--- src/rtl/irq_pkg.sv ---
package irq_pkg;

    typedef enum logic [1:0] {
        SNS_LOW  = 2'b00,
        SNS_ANY  = 2'b01,
        SNS_FALL = 2'b10,
        SNS_RISE = 2'b11
    } sense_e;

    typedef enum logic [2:0] {
        A_FLAG  = 3'd0,
        A_ENA   = 3'd1,
        A_SENSE = 3'd2,
        A_MSKA  = 3'd3,
        A_MSKB  = 3'd4
    } reg_adr_e;

    // flag register bit positions (decoded by software)
    localparam int FLG_EXT1 = 7;
    localparam int FLG_EXT0 = 6;
    localparam int FLG_PC   = 5;

    // source indices for ack / irq vectors
    localparam int SRC_EXT0 = 0;
    localparam int SRC_EXT1 = 1;
    localparam int SRC_PC   = 2;

    localparam logic [7:0] MSKA_RST = 8'hC8;
    localparam logic [7:0] MSKB_RST = 8'hFF;

    function automatic logic edge_hit(sense_e mode, logic cur, logic old);
        unique case (mode)
            SNS_ANY:  return cur ^ old;
            SNS_FALL: return old & ~cur;
            SNS_RISE: return cur & ~old;
            default:  return 1'b0;
        endcase
    endfunction

endpackage

--- src/rtl/irq_sync.sv ---
module irq_sync #(
    parameter int unsigned W       = 18,
    parameter int unsigned ARM_LEN = 3
) (
    input  logic         clk,
    input  logic         rst,
    input  logic [W-1:0] pin,
    output logic [W-1:0] cur,
    output logic [W-1:0] old,
    output logic         armed
);
    logic [W-1:0]       stage1;
    logic [ARM_LEN-1:0] arm_sr;

    always_ff @(posedge clk) begin
        if (rst) begin
            stage1 <= '0;
            cur    <= '0;
            old    <= '0;
            arm_sr <= '0;
        end else begin
            stage1 <= pin;
            cur    <= stage1;
            old    <= cur;
            arm_sr <= {arm_sr[ARM_LEN-2:0], 1'b1};
        end
    end

    // comparisons are meaningful only once 'old' holds real pin data
    assign armed = arm_sr[ARM_LEN-1];
endmodule

--- src/rtl/irq_ext_trig.sv ---
module irq_ext_trig
    import irq_pkg::*;
(
    input  logic   clk,
    input  logic   rst,
    input  sense_e sense,
    input  logic   cur,
    input  logic   old,
    input  logic   armed,
    input  logic   clr,
    input  logic   en,
    input  logic   gie,
    output logic   flag,
    output logic   req
);
    logic hit;
    assign hit = armed & edge_hit(sense, cur, old);

    always_ff @(posedge clk) begin
        if (rst)
            flag <= 1'b0;
        else if (sense == SNS_LOW)
            flag <= 1'b0;
        else
            flag <= hit | (flag & ~clr);   // set beats clear
    end

    assign req = gie & en & ((sense == SNS_LOW) ? ~cur : flag);
endmodule

--- src/rtl/irq_pc_detect.sv ---
module irq_pc_detect #(
    parameter int unsigned N     = 16,
    parameter int unsigned GB_LO = 8,
    parameter int unsigned GB_HI = 11
) (
    input  logic [N-1:0] mask,
    input  logic [N-1:0] cur,
    input  logic [N-1:0] old,
    input  logic         grp_a,
    input  logic         grp_b,
    input  logic         armed,
    output logic         evt
);
    logic [N-1:0] live;

    for (genvar i = 0; i < N; i++) begin : g_pin
        if (i >= GB_LO && i <= GB_HI) begin : g_grp_b
            assign live[i] = mask[i] & grp_b;
        end else begin : g_grp_a
            assign live[i] = mask[i] & grp_a;
        end
    end

    assign evt = armed & (|(live & (cur ^ old)));
endmodule

--- src/rtl/irq_front.sv ---
module irq_front
    import irq_pkg::*;
#(
    parameter int unsigned DW      = 8,
    parameter int unsigned ARM_LEN = 3,
    parameter int unsigned GB_LO   = 8,
    parameter int unsigned GB_HI   = 11
) (
    input  logic            clk,
    input  logic            rst,
    input  logic            gie_i,
    input  logic [1:0]      ext_pin_i,
    input  logic [2*DW-1:0] pc_pin_i,
    input  logic [2:0]      ack_i,
    output logic [2:0]      irq_o,
    input  logic [2:0]      reg_addr_i,
    input  logic            reg_wr_i,
    input  logic [DW-1:0]   reg_wdata_i,
    output logic [DW-1:0]   reg_rdata_o
);
    localparam int unsigned NPC   = 2 * DW;
    localparam int unsigned NSYNC = NPC + 2;

    // configuration registers
    logic [DW-1:0] mska_q, mskb_q;
    logic [3:0]    sense_q;
    logic [1:0]    ext_en_q;
    logic          grp_a_q, grp_b_q;

    always_ff @(posedge clk) begin
        if (rst) begin
            mska_q   <= MSKA_RST;
            mskb_q   <= MSKB_RST;
            sense_q  <= '0;
            ext_en_q <= '0;
            grp_a_q  <= 1'b0;
            grp_b_q  <= 1'b0;
        end else if (reg_wr_i) begin
            unique case (reg_adr_e'(reg_addr_i))
                A_ENA:   {ext_en_q[1], ext_en_q[0], grp_a_q, grp_b_q} <= reg_wdata_i[7:4];
                A_SENSE: sense_q <= reg_wdata_i[3:0];
                A_MSKA:  mska_q  <= reg_wdata_i;
                A_MSKB:  mskb_q  <= reg_wdata_i;
                default: ;
            endcase
        end
    end

    // pin synchronisation, external pins on top
    logic [NSYNC-1:0] s_cur, s_old;
    logic             armed;

    irq_sync #(.W(NSYNC), .ARM_LEN(ARM_LEN)) u_sync (
        .clk   (clk),
        .rst   (rst),
        .pin   ({ext_pin_i, pc_pin_i}),
        .cur   (s_cur),
        .old   (s_old),
        .armed (armed)
    );

    // clear sources
    logic       wr_flag;
    logic [2:0] clr;
    assign wr_flag       = reg_wr_i && (reg_adr_e'(reg_addr_i) == A_FLAG);
    assign clr[SRC_EXT0] = ack_i[SRC_EXT0] | (wr_flag & reg_wdata_i[FLG_EXT0]);
    assign clr[SRC_EXT1] = ack_i[SRC_EXT1] | (wr_flag & reg_wdata_i[FLG_EXT1]);
    assign clr[SRC_PC]   = ack_i[SRC_PC]   | (wr_flag & reg_wdata_i[FLG_PC]);

    // external triggers
    logic [1:0] ext_flag, ext_req;

    for (genvar g = 0; g < 2; g++) begin : g_ext
        irq_ext_trig u_trig (
            .clk   (clk),
            .rst   (rst),
            .sense (sense_e'(sense_q[2*g +: 2])),
            .cur   (s_cur[NPC+g]),
            .old   (s_old[NPC+g]),
            .armed (armed),
            .clr   (clr[g]),
            .en    (ext_en_q[g]),
            .gie   (gie_i),
            .flag  (ext_flag[g]),
            .req   (ext_req[g])
        );
    end

    // shared pin-change flag
    logic pc_evt, pc_flag;

    irq_pc_detect #(.N(NPC), .GB_LO(GB_LO), .GB_HI(GB_HI)) u_pcd (
        .mask  ({mskb_q, mska_q}),
        .cur   (s_cur[NPC-1:0]),
        .old   (s_old[NPC-1:0]),
        .grp_a (grp_a_q),
        .grp_b (grp_b_q),
        .armed (armed),
        .evt   (pc_evt)
    );

    always_ff @(posedge clk) begin
        if (rst) pc_flag <= 1'b0;
        else     pc_flag <= pc_evt | (pc_flag & ~clr[SRC_PC]);
    end

    // requests
    logic [2:0] flag_vec;
    assign flag_vec = {pc_flag, ext_flag};
    assign irq_o    = {gie_i & (grp_a_q | grp_b_q) & pc_flag, ext_req};

    // read mux
    always_comb begin
        reg_rdata_o = '0;
        unique case (reg_adr_e'(reg_addr_i))
            A_FLAG: begin
                reg_rdata_o[FLG_EXT1] = ext_flag[1];
                reg_rdata_o[FLG_EXT0] = ext_flag[0];
                reg_rdata_o[FLG_PC]   = pc_flag;
            end
            A_ENA:   reg_rdata_o[7:4] = {ext_en_q[1], ext_en_q[0], grp_a_q, grp_b_q};
            A_SENSE: reg_rdata_o[3:0] = sense_q;
            A_MSKA:  reg_rdata_o      = mska_q;
            A_MSKB:  reg_rdata_o      = mskb_q;
            default: ;
        endcase
    end
endmodule

--- config.mk ---
export PLATFORM = sky130hd
export DESIGN_NAME = irq_front
export DESIGN_NICKNAME = d
export VERILOG_FILES = /design/src/rtl/irq_pkg.sv /design/src/rtl/irq_sync.sv /design/src/rtl/irq_ext_trig.sv /design/src/rtl/irq_pc_detect.sv /design/src/rtl/irq_front.sv
export SDC_FILE = /design/constraint.sdc
export NUM_CORES = 1
export LEC_CHECK = 0
export BUFFER_PORTS_ARGS = -buffer_cell sky130_fd_sc_hd__buf_2
export CORE_ASPECT_RATIO = 1.2
export CORE_MARGIN = 2
export CORE_UTILIZATION = 51
export CTS_BUF_LIST = sky130_fd_sc_hd__clkbuf_2
export CTS_CLUSTER_SIZE = 28
export DETAILED_ROUTE_END_ITERATION = 10
export PLACE_DENSITY = 0.72
export SLEW_MARGIN = 15
export SYNTH_ARGS = -nofsm -noshare
export SYNTH_HDL_FRONTEND = slang
export SYNTH_HIERARCHICAL = 1
export SYNTH_SLANG_ARGS = --single-unit
--- constraint.sdc ---
create_clock -name clk -period 1.89 [get_ports clk]
set_clock_uncertainty 0.1 [all_clocks]
set_input_delay 0.4725 -clock clk [delete_from_list [all_inputs] [get_ports clk]]
set_output_delay 0.4725 -clock clk [all_outputs]
set_load 0.05 [all_outputs]
==> out/metrics.cfg <==
[outcome]
outcome=complete, but fails checks
violations=negative setup slack

[floorplanning]
io_pins=47
die_x_microns=76.91
rows=31
die_h_microns=91.49
dieArea_sq_um=7036
initial_core_util=0.5342
core_sq_um=6090

[drt]
drc=0
ant_nets=0
wl_mm=6.654
wl_per_cell_microns=13.66
vias_per_cell=4.940
dr.pass1.iters=4
drt_iter0_markers=115
vias=2406

[synthesis]
syn_inst=321
synth_fa_ha_area_frac=0.01538
synthXorXnorAreaFrac=0.04308
seq_area_frac_synth=0.5169
synth-edff-count=0
syn_avg_cell_area_sq_um=10.13
synth_compound_area_frac=0.07308
ys_async_sr_fraction=0
synthMuxAreaShare=0.06923
yosys_warnings=6
synth_top_family_by_area=simple AND/OR/NAND/NOR gates
syn_nets=361
synthFlopType=dfxtp_1
ys_types=39
synthesis.area_sq_um=3253
synthSimpleGateAreaFrac=0.2323
ys_ff_latch=84

[worst_setup_path]
start_kind=flop
reg2reg_depth=6
cp_data_arrival_time_ps=1660
crit_chain=nor2_4 > mux2_4 > and3_4 > buf_6
slowest_stage=dfxtp_2
cp_top_family=flip-flops
crit_path_end_kind=primary output
cp.required_ps=1320
reg2reg_to=pc_flag
endpoint=irq_o[0]
max_stage_delay_ps=380
critPathBufInv=1
path_depth=4
r2r_slack_ps=270
crit_type=flop to primary output
crit_fanout=2
worstReg2RegStart=grp_a_q
crit_start=sense_q[1]

[clock_network]
cts.sinks=84
cts_tree=built
clockBufferDepth=2
insertion_delay_ps=520
tritoncts.num_buffers=9
clkSlewWorstSetupHoldPaths_ps=230
cts_root_buf=clkbuf_2
htree_levels=3

[layout]
final_nets=440
final_util=0.6910
drive_gt1_frac=0.3284
seqCellArea_sq_um=1704
multi_input_comb_area_sq_um=1602
area_delta_synth_final_pct=29.35
final_cell_mix=dfxtp_1 (70), nor2b_1 (59), buf_2 (35)
fill_cells=458
final_common_cell=dfxtp_1
diodes=0

[sta]
slew_headroom=0.7196
hold_viol=0
finalCritPeriodShare=1.179
hold_slack_ps=53.51
max_freq_mhz=448.6
setup-tns-final_ps=-1594
setup_ws_ps=-339.1
fin_crit_ps=2229
tightest_slew_ps=419.5
setup_viol=9
rsz0062_at_grt=yes
drv_slew=0

[global_routing]
use_met3=0.05765
top_usage_layer=met2
grt.total_usage=0.1973
grt_max_degree=55
met1_usage=0.2247
grt_pass1_wl_mm=10.73
grt.overflow.total=0
antenna_found_initial=0
grtUsageMet2=0.3406
grt_pass1_vias=2252

[power_and_ir_drop]
p_clk_frac=0.263
seqPwrFrac=0.616
p_sw_mw=0.8240
sw_frac_of_total=0.2720
p_leak_nw=1.810
total_power_mw=3.029
power.density_nw_per_um2=719.9
p_int_mw=2.205
vdd_ir_drop_max_mv=0.4825
combPwrFrac=0.121

[flow_run]
drv_cap=0

[place]
place.gp.congestion=0.8648
io_buffers=46
post-dp-hpwl_mm=4.502
dp_slack_ps=-158.1

[worst_hold_path]
holdCritPathClass=primary input to flop

[timing repair]
action,4_1_cts,5_1_grt
pin swaps,7,6
setup endpoints to repair,11,11
hold buffers,0,11
endpoints found under the hold margin,0,11
buffers inserted,6,3
resized for setup,61,9
[worst min-delay path by stage]
stage,slack (ps),to,from,cells after the start
floorplan,310,u_sync/arm_sr[1],u_sync/arm_sr[0],1
global placement,320,u_sync/arm_sr[2],u_sync/arm_sr[1],1
detailed placement,320,u_sync/cur[9],u_sync/stage1[9],1
CTS,4,u_sync/stage1[17],ext_pin_i[1],2
global route,0.8,u_sync/stage1[5],pc_pin_i[5],2
finish,50,u_sync/stage1[2],pc_pin_i[2],2
[state kept, by name (all words and copies together) (netlist names)]
register	count
grp_a_q	1
grp_b_q	1
mska_q	8
mskb_q	8
ext_en_q	2
u_sync/arm_sr	3
sense_q	4
u_sync/cur	18
g_ext.u_trig/flag	2
u_sync/stage1	18
pc_flag	1
u_sync/old	18
[routing by layer]
metal,vias up,share of wire
li1,1240,-
met1,1092,0.42
met2,63,0.53
met3,11,0.035
met4,0,0.020
met5,-,0
[through the flow]
stage | std cells | cell area [sq um]
after floorplan | 321 | 3339
after detailed placement | 454 | 3732
final | 487 | 4208
after CTS | 476 | 4078
after global routing | 487 | 4208
after global placement | 454 | 3732
[power by group through the flow]
stage          combinational [mW]  sequential, mW  clock [mW]
2_1_floorplan               0.209            1.89           0
3_3_place_gp                0.302            1.90           0
3_5_place_dp                0.307            1.90           0
4_1_cts                     0.343            1.87       0.826
5_1_grt                     0.394            1.87       0.906
6_report                    0.366            1.87       0.797
[final cells by class]
type	count	share of cell area
clock buffer	10	0.01189
timing repair buffer	87	0.1600
clock inverter	6	0.01100
multi-input combinational	210	0.3806
inverter	8	0.007136
tap	82	0.02438
sequential	84	0.4050
[cells by family after synthesis]
family / count (synthesis)
buf+inv: 27
flops: 84
xor+xnor: 16
compound gates: 35
mux: 22
simple gates: 133
fa+ha+maj: 4
[synth_stat cells, types with 2 or more instances]
cell	count	area, sq um
nand4_1	4	25.02
nand3b_1	2	15.01
inv_1	8	30.03
buf_2	7	35.03
nor2b_1	60	375.4
mux2_1	4	45.04
xor2_1	16	140.1
and3_1	2	12.51
a211oi_1	2	15.01
a21o_1	2	15.01
nand3_1	18	90.09
o2bb2ai_1	4	35.03
buf_6	5	56.30
clkbuf_1	2	7.510
a21oi_1	14	70.07
dfxtp_1	84	1682
a22oi_1	4	30.03
o32ai_1	2	17.52
mux2i_1	18	180.2
nor2_1	28	105.1
buf_4	4	30.03
ha_1	4	50.05
nor3_1	11	55.05
No activity file was read; power rests on OpenSTA's default activity.
